`config.mk`:
```
export PLATFORM = sky130hd
export DESIGN_NAME = dma_mode_top
export DESIGN_NICKNAME = d
export VERILOG_FILES = /design/src/rtl/dma_mode_pkg.sv /design/src/rtl/dma_mode_ctrl.sv /design/src/rtl/dma_mode_dp.sv /design/src/rtl/dma_mode_top.sv
export SDC_FILE = /design/constraint.sdc
export NUM_CORES = 1
export LEC_CHECK = 0
export CAP_MARGIN = 20
export CORE_AREA = 2 2 133 135
export CTS_CLUSTER_DIAMETER = 150
export DETAILED_ROUTE_END_ITERATION = 6
export DIE_AREA = 0 0 135 137
export GPL_ROUTABILITY_DRIVEN = 0
export PLACE_DENSITY_LB_ADDON = 0.25
export SLEW_MARGIN = 0
export SYNTH_ARGS = -nofsm -noshare
export SYNTH_HDL_FRONTEND = slang
export SYNTH_SLANG_ARGS = --single-unit
```
`constraint.sdc`:
```
create_clock -name clk -period 6.6 [get_ports clk]
set_input_delay 0.66 -clock clk [delete_from_list [all_inputs] [get_ports clk]]
set_output_delay 0.66 -clock clk [all_outputs]
set_load 0.02 [all_outputs]
```
`src/rtl/dma_mode_pkg.sv`:
```
package dma_mode_pkg;
  typedef enum logic [1:0] {
    KIND_XFER = 2'd0,
    KIND_FILL = 2'd1,
    KIND_COPY = 2'd2
  } dmaKind_t;

  typedef enum logic [1:0] {
    ST_IDLE     = 2'd0,
    ST_ARMED    = 2'd1,
    ST_FILLWAIT = 2'd2,
    ST_RUN      = 2'd3
  } dmaState_t;

  // strobes from control to datapath
  typedef struct packed {
    logic loadLen;
    logic stepLen;
    logic copyFire;
  } ctrlStrobe_t;

  function automatic dmaKind_t decodeKind(input logic [1:0] typeBits);
    case (typeBits)
      2'b10:   return KIND_FILL;
      2'b11:   return KIND_COPY;
      default: return KIND_XFER;
    endcase
  endfunction
endpackage

```
`src/rtl/dma_mode_ctrl.sv`:
```
module dma_mode_ctrl
  import dma_mode_pkg::*;
(
  input  logic        clk,
  input  logic        rstN,
  input  logic        startCmd,
  input  dmaKind_t    kindIn,
  input  logic        dataWr,
  input  logic        fifoEmpty,
  input  logic        stepUnit,
  input  logic        extSlot,
  input  logic        readFetched,
  input  logic        lenAtOne,
  output logic        dmaRun,
  output logic        dmaDone,
  output logic        dataReject,
  output ctrlStrobe_t strobe
);
  dmaState_t state, stateNxt;
  dmaKind_t  kind;
  logic      doneNxt;

  always_comb begin
    stateNxt       = state;
    doneNxt        = 1'b0;
    strobe.loadLen = 1'b0;
    strobe.stepLen = 1'b0;
    if (startCmd) begin
      strobe.loadLen = 1'b1;
      stateNxt = (kindIn == KIND_FILL) ? ST_ARMED : ST_RUN;
    end else begin
      case (state)
        ST_ARMED:    if (dataWr) stateNxt = ST_FILLWAIT;
        ST_FILLWAIT: if (fifoEmpty) stateNxt = ST_RUN;
        ST_RUN: begin
          if (kind == KIND_FILL && dataWr) begin
            stateNxt = ST_FILLWAIT;
          end else if (stepUnit) begin
            strobe.stepLen = 1'b1;
            if (lenAtOne) begin
              stateNxt = ST_IDLE;
              doneNxt  = 1'b1;
            end
          end
        end
        default: stateNxt = state;
      endcase
    end
    strobe.copyFire = (state == ST_RUN) && (kind == KIND_COPY) && extSlot && readFetched;
  end

  always_ff @(posedge clk) begin
    if (!rstN) begin
      state   <= ST_IDLE;
      kind    <= KIND_XFER;
      dmaDone <= 1'b0;
    end else begin
      state   <= stateNxt;
      dmaDone <= doneNxt;
      if (startCmd) kind <= kindIn;
    end
  end

  assign dmaRun     = (state == ST_RUN);
  assign dataReject = dataWr && (state == ST_RUN) && (kind != KIND_FILL);
endmodule

```
`src/rtl/dma_mode_dp.sv`:
```
module dma_mode_dp
  import dma_mode_pkg::*;
#(
  parameter int LEN_W    = 16,
  parameter int ADDR_W   = 17,
  parameter int BYTE_W   = 8,
  parameter int FAST_CLK = 16,
  parameter int SLOW_CLK = 20,
  parameter int BUSY_W   = 23
) (
  input  logic              clk,
  input  logic              rstN,
  input  ctrlStrobe_t       strobe,
  input  logic [LEN_W-1:0]  lenIn,
  input  dmaKind_t          kindIn,
  input  logic              tgtVram,
  input  logic              wide40,
  input  logic              vram128,
  input  logic [ADDR_W-1:0] curAddr,
  input  logic [BYTE_W-1:0] fetchByte,
  output logic              lenAtOne,
  output logic [BUSY_W-1:0] busyCount,
  output logic              copyWrEn,
  output logic [ADDR_W-1:0] copyWrAddr,
  output logic [BYTE_W-1:0] copyWrData
);
  localparam int CNT_W = LEN_W + 1;

  logic [CNT_W-1:0]  lenCnt, lenLoad;
  logic [BUSY_W-1:0] unitClk, busyBase, busyLoad;
  logic              dblRate;

  always_comb begin
    lenLoad  = (lenIn == '0) ? {1'b1, {LEN_W{1'b0}}} : {1'b0, lenIn};
    unitClk  = wide40 ? BUSY_W'(FAST_CLK) : BUSY_W'(SLOW_CLK);
    busyBase = BUSY_W'(lenLoad) * unitClk;
    dblRate  = (kindIn == KIND_COPY) || (tgtVram && !vram128);
    busyLoad = dblRate ? (busyBase << 1) : busyBase;
  end

  always_ff @(posedge clk) begin
    if (!rstN) begin
      lenCnt     <= '0;
      busyCount  <= '0;
      copyWrEn   <= 1'b0;
      copyWrAddr <= '0;
      copyWrData <= '0;
    end else begin
      if (strobe.loadLen)      lenCnt <= lenLoad;
      else if (strobe.stepLen) lenCnt <= lenCnt - 1'b1;
      if (strobe.loadLen)        busyCount <= busyLoad;
      else if (busyCount != '0)  busyCount <= busyCount - 1'b1;
      copyWrEn <= strobe.copyFire;
      if (strobe.copyFire) begin
        copyWrAddr <= curAddr ^ ADDR_W'(1);
        copyWrData <= fetchByte;
      end
    end
  end

  assign lenAtOne = (lenCnt == CNT_W'(1));
endmodule

```
`src/rtl/dma_mode_top.sv`:
```
module dma_mode_top
  import dma_mode_pkg::*;
#(
  parameter int LEN_W    = 16,
  parameter int ADDR_W   = 17,
  parameter int BYTE_W   = 8,
  parameter int CODE_W   = 6,
  parameter int FAST_CLK = 16,
  parameter int SLOW_CLK = 20,
  parameter int BUSY_W   = LEN_W + 1 + $clog2(SLOW_CLK) + 1
) (
  input  logic              clk,
  input  logic              rstN,
  input  logic              cmdDone,
  input  logic [CODE_W-1:0] cmdCode,
  input  logic [7:0]        srcHigh,
  input  logic [LEN_W-1:0]  dmaLen,
  input  logic              wide40,
  input  logic              vram128,
  input  logic              dataWr,
  input  logic              fifoEmpty,
  input  logic              stepUnit,
  input  logic              extSlot,
  input  logic              readFetched,
  input  logic [BYTE_W-1:0] fetchByte,
  input  logic [ADDR_W-1:0] curAddr,
  output logic              dmaRun,
  output logic              dmaDone,
  output logic              dataReject,
  output logic              copyWrEn,
  output logic [ADDR_W-1:0] copyWrAddr,
  output logic [BYTE_W-1:0] copyWrData,
  output logic [BUSY_W-1:0] busyCount
);
  localparam int DMA_BIT = 5;

  ctrlStrobe_t strobe;
  dmaKind_t    kindIn;
  logic        startCmd, tgtVram, lenAtOne;

  assign startCmd = cmdDone && cmdCode[DMA_BIT];
  assign kindIn   = decodeKind(srcHigh[7:6]);
  assign tgtVram  = (cmdCode[3:0] == 4'b0001);

  dma_mode_ctrl uCtrl (
    .clk(clk), .rstN(rstN), .startCmd(startCmd), .kindIn(kindIn),
    .dataWr(dataWr), .fifoEmpty(fifoEmpty), .stepUnit(stepUnit),
    .extSlot(extSlot), .readFetched(readFetched), .lenAtOne(lenAtOne),
    .dmaRun(dmaRun), .dmaDone(dmaDone), .dataReject(dataReject), .strobe(strobe)
  );

  dma_mode_dp #(
    .LEN_W(LEN_W), .ADDR_W(ADDR_W), .BYTE_W(BYTE_W),
    .FAST_CLK(FAST_CLK), .SLOW_CLK(SLOW_CLK), .BUSY_W(BUSY_W)
  ) uDp (
    .clk(clk), .rstN(rstN), .strobe(strobe), .lenIn(dmaLen), .kindIn(kindIn),
    .tgtVram(tgtVram), .wide40(wide40), .vram128(vram128), .curAddr(curAddr),
    .fetchByte(fetchByte), .lenAtOne(lenAtOne), .busyCount(busyCount),
    .copyWrEn(copyWrEn), .copyWrAddr(copyWrAddr), .copyWrData(copyWrData)
  );
endmodule

```
==> metrics, run 1 <==
hold path startpoint=uDp.copyWrData[0]; largest net degree at the start of global routing=51; First DRT Iteration DRCs=251; Async SR Flop Fraction=0; ANT cells=0; Layout fillers=1771; Setup TNS=0 ns; Design Area, Final=6550 µm²; drt wl/cell=15.0 µm; std cell rows=48; Max transition margin=0.339; Layout Cells excl Fill=939; grt total ovfl=0; final clock skew=0.00852 ns; initial antenna violation count=0; dpl hpwl=11.0 mm; vias in the first global route=4485; MaxCap Viol Count=0; Die X=135 µm; leakage power=0.00256 µW; Post-CTS Setup Bufs=0; TritonCTS clock tree=done; Starting Density=0.293; GRT Resource Usage Total=0.150; fmax=219 MHz; cts hold-fix bufs=0; Root Driver=clkbuf_16; Via density=5.08; global-route wire length before repair=22.0 mm; critical path startpoint=wide40; Core Region=17100 µm²; top cell type's share of synthesized area=0.285; critical path fanouts, max=18; Reg area=1420 µm²; crit share post-route=0.691; top post-synthesis cells by area=dfxtp_1 (28%), ha_1 (14%), nand2_1 (6.8%); Post-Route WL=14.1 mm; fin nets=831; DIE HEIGHT=137 µm; CP arrival=4.75 ns; dpl cell area=6260 µm²; Pwr Density=239 nW/µm²; Cells after DPL=923; tightest hold margin=0.454 ns; CP Launch Type=input port; Final Hold Fails=0; RSZ-0062 raised after global routing=false; Mapped Cells=618; area of the mapped netlist=4990 µm²; CTS Buffer Depth=2; critical path required time=6.79 ns; Reg-to-Reg Start=uDp.busyCount[5]; Post-synth EDFFs=0; main flop type after synthesis=dfxtp_1; status=finished clean; final antenna-violating net count=0; Post-CTS Resized=0; DRC=0; crit end category=flip-flop; measured slew at the worst slew-check pin=0.988 ns; Vias=4766; area grow syn2layout=31.2%; YS warnings=0; Cell variety after synth=67; minimum clock period=4.56 ns; Clock transition at path regs=0.06 ns; Num CTS Buffers=9; Mapped Nets=740; register area share after synthesis=0.285; path type of the worst min-delay path=flip-flop to flip-flop; Pins Over Slew Limit=0; CTS HTree Levels=3; number of port buffers=109; Die ar.=18500 µm²; most common cell after layout, fill and taps aside=clkdlybuf4s50_1; count of state elements after synthesis=71; worst-skew pair later-pin latency=0.34 ns; cell accounting for the most synthesized area=dfxtp_1; clk sinks=71; Multi-input gate area=3410 µm²; Top-Level Pins=117; number of setup violations in the final report=0; commonest non-fill, non-tap cells in the layout=clkdlybuf4s50_1 (109), nand2_1 (91), dfxtp_1 (71); CP Class=input port to flip-flop; synthesized area per cell=8.08 µm²; layout cells sized above 1=0.0476; Peak supply drop=0.141 mV; drt pass-1 iters=5
[sequential cells by signal (all words and copies together) (netlist names)]
signal and flops:
uDp.busyCount 23, uDp.copyWrEn 1, uDp.copyWrData 8, uCtrl.kind 2, uCtrl.dmaDone 1, uDp.lenCnt 17, uCtrl.state 2, uDp.copyWrAddr 17
[synth_stat cells, types with 3 or more instances]
cell type,n
a211oi_1,19
a21boi_0,3
a21o_1,3
a21oi_1,53
a221oi_1,3
a22oi_1,5
a311oi_1,5
a31oi_1,3
a32oi_1,3
and2_1,5
and3_1,9
and4_1,3
clkbuf_1,28
dfxtp_1,71
ha_1,56
inv_1,11
mux2_2,3
mux2i_1,7
nand2_1,91
nand2b_1,3
nand3_1,7
nand4_1,7
nor2_1,48
nor2b_1,8
nor3_1,22
nor3b_1,4
nor4_1,13
o211ai_1,4
o21a_1,3
o21ai_0,17
o22ai_1,4
o31ai_1,3
or3_1,9
or4_1,3
xnor2_1,27
xor2_1,14
[worst paths after layout]
| check | end | slack (ns) | depth (start not counted) |
|---|---|---|---|
| setup / recovery | uDp.busyCount[17] | 2.04 | 14 |
| hold / removal | uDp.copyWrData[0] | 0.45 | 2 |
| setup reg to reg | uDp.busyCount[17] | 3.79 | 6 |
| hold reg to reg | uDp.copyWrData[0] | 0.45 | 2 |
[where the power goes]
part	total, µW	switching (µW)	internal (µW)
clock	474	211	263
combinational	569	314	256
sequential	525	52.0	473
[critical path, cell delays in order]
cell and delay (ns):
clkdlybuf4s50_1 0.66, clkinv_1 0.45, nand2_1 0.19, xnor2_1 0.14, ha_1 0.26, ha_1 0.30, ha_1 0.24, fa_1 0.42
a21o_1 0.23, a221o_1 0.33, a21oi_1 0.37, xnor2_1 0.17, a32oi_1 0.23, o31ai_1 0.09
[kinds of logic (layout without fill, tap and decap cells)]
logic type      Yosys count  after routing  synth area share
compound gates          149            149             0.199
xor+xnor                 41             41            0.0719
fa+ha+maj                57             57             0.144
buf+inv                  44            140            0.0333
flops                    71             71             0.285
mux                      10             10            0.0208
other cells               1              1          0.000751
simple gates            245            245             0.245
[per-stage QoR]
stage	total power (µW)	utilization	setup WS [ns]
after floorplan	904	-	3.03
after global placement	1090	0.367	1.78
after detailed placement	1100	0.367	1.71
after CTS	1580	0.384	2.05
after global routing	1670	0.384	1.70
final	1570	0.384	2.04
[layer usage]
layer	vias to the layer above	GRT usage	share of wire
met5	-	0	0
met4	0	0.0509	0.016
met3	17	0.0326	0.042
met2	90	0.258	0.49
met1	2217	0.185	0.45
li1	2442	-	-
[cell type report]
type	instances	share of cell area
Clock buffer	9	0.0344
Clock inverter	7	0.00955
Inverter	13	0.00745
Multi-Input combinational cell	503	0.520
Sequential cell	71	0.217
Tap cell	225	0.0430
Timing Repair Buffer	111	0.169
(Power assumes the default switching activity.)
==> run 2: changes to the inputs <==
- clock period: 6.6 -> 4.72 ns (I/O delays scaled with it)
==> run 2 against run 1 <==
  * Largest cell class unchanged
  * Combinational power rose by 40%
  * Total power is 40% higher
  * First-iteration DRC count down 11%
  * Critical path depth is the same
  * Clock power rose by 39%
  * Routed wire length increased by 1.1%
  * Highest routed layer unchanged
  * Worst setup slack lost 1.4 ns
  * Flip-flop and latch count unchanged
  * Sequential power grew 40%
  * Hold slack improved by 0.0021 ns
==> metrics, run 2 (synthesis gave the netlist of run 1 again) <==
MaxCap Viol Count=0; Starting Density=0.293; First DRT Iteration DRCs=223; Seq pwr share=0.335; CP peak stage delay=0.49 ns; clk sinks=71; layout cells sized above 1=0.0529; max reg flops=23; leakage power=0.00257 µW; number of port buffers=109; measured slew at the worst slew-check pin=0.971 ns; cell mode on critical path=ha_1; Root Driver=clkbuf_16; Post-Route WL=14.3 mm; Sw Share=0.368; Pint=1390 µW; std cell rows=48; dpl hpwl=11.0 mm; tightest hold margin=0.456 ns; Post-CTS Resized=0; Clock Power Share=0.300; crit share post-route=0.861; minimum clock period=4.06 ns; Switch Pwr=807 µW; final antenna-violating net count=0; Die X=135 µm; Layout Cells excl Fill=943; CP max-delay cell=clkdlybuf4s50_1; worst path bufs/invs=3; CP Launch Type=input port; Die ar.=18500 µm²; Top delay family on crit path=compound AO/OA/AOI/OAI gates; leading registers by flop count=uDp.busyCount x23, uDp.copyWrAddr x17, uDp.lenCnt x17; most common cell after layout, fill and taps aside=clkdlybuf4s50_1; initial antenna violation count=0; grt total ovfl=0; critical path required time=4.95 ns; worst-skew pair later-pin latency=0.35 ns; Pwr Density=333 nW/µm²; ANT cells=0; Clock transition at path regs=0.07 ns; GRT Resource Usage Total=0.151; final clock skew=0.00972 ns; RSZ-0062 raised after global routing=false; CTS HTree Levels=3; DRC=0; Design Area, Final=6580 µm²; DIE HEIGHT=137 µm; register name with the most flops=uDp.busyCount; Comb power frac=0.364; vias in the first global route=4545; TritonCTS clock tree=done; Core Region=17100 µm²; Top-Level Pins=117; Max transition margin=0.351; Vias=4815; dpl cell area=6290 µm²; path type of the worst min-delay path=flip-flop to flip-flop; CP Class=input port to flip-flop; fmax=246 MHz; critical-path cell list=clkdlybuf4s50_1, clkinv_1, buf_4, nand2_1, xnor2_1, ha_1, ha_1, ha_1, o21ai_0, a2111oi_0, a21bo_2, a21boi_0, nor3b_1, a211o_1; largest net degree at the start of global routing=49; Final Util=0.386; Pins Over Slew Limit=0; CP arrival=4.30 ns; Post-CTS Setup Bufs=0; cts hold-fix bufs=0; Cells after DPL=927; area grow syn2layout=31.7%; Setup TNS=0 ns; flop2flop setup slack=1.95 ns; commonest non-fill, non-tap cells in the layout=clkdlybuf4s50_1 (109), nand2_1 (91), dfxtp_1 (71); number of setup violations in the final report=0; fin nets=835; critical path fanouts, max=12; Via density=5.11; crit end category=flip-flop; Peak supply drop=0.176 mV; Num CTS Buffers=9; global-route wire length before repair=22.5 mm; drt wl/cell=15.1 µm; drt pass-1 iters=4; Final Hold Fails=0; status=finished clean; CTS Buffer Depth=2
-- run 2: cell count changes in the layout (fill, tap and decap cells not counted), sizes merged --
cell / before / now
buf: 2 / 6
clkinv: 2 / 1
clkinvlp: 1 / 2
-- run 2: cell type report --
cell class | count | area (µm²)
clock buffer | 9 | 225
clock inverter | 7 | 58.8
fill | 1762 | 10500
inverter | 13 | 48.8
multi-input combinational | 503 | 3410
sequential | 71 | 1420
tap | 225 | 282
timing repair buffer | 115 | 1140
-- run 2: worst paths after layout --
kind                          start           endpoint  cells past startpoint
setup / recovery             wide40  uDp.busyCount[20]                     14
hold / removal    uDp.copyWrAddr[3]  uDp.copyWrAddr[3]                      2
setup reg to reg   uDp.busyCount[5]  uDp.busyCount[17]                      6
hold reg to reg   uDp.copyWrAddr[3]  uDp.copyWrAddr[3]                      2
-- run 2: routing by layer --
| layer | wire, µm | share of wire | vias to the layer above | global-route usage |
|---|---|---|---|---|
| li1 | - | - | 2449 | - |
| met1 | 6460 | 0.45 | 2268 | 0.192 |
| met2 | 7090 | 0.50 | 87 | 0.263 |
| met3 | 543 | 0.038 | 11 | 0.0296 |
| met4 | 160 | 0.011 | 0 | 0.0399 |
| met5 | 0 | 0 | - | 0 |
-- run 2: power groups by stage --
stage | registers [µW] | logic, µW | clock network, µW
floorplan | 788 | 477 | 0
global placement | 744 | 780 | 0
detailed placement | 748 | 788 | 0
CTS | 735 | 798 | 675
global route | 747 | 880 | 699
finish | 736 | 799 | 659
-- run 2: worst reg2reg max path, stage by stage (launching register included) --
cell	delay, ns
dfxtp_1	0.36
nor4_1	0.40
nand3_1	0.43
o41ai_4	0.97
nor2_1	0.16
a32oi_1	0.21
o31ai_1	0.10
-- run 2: through the flow --
step | setup WS [ns] | power [µW]
after floorplan | 1.34 | 1260
after global placement | 0.421 | 1520
after detailed placement | 0.392 | 1540
after CTS | 0.708 | 2210
after global routing | 0.446 | 2330
final | 0.655 | 2190
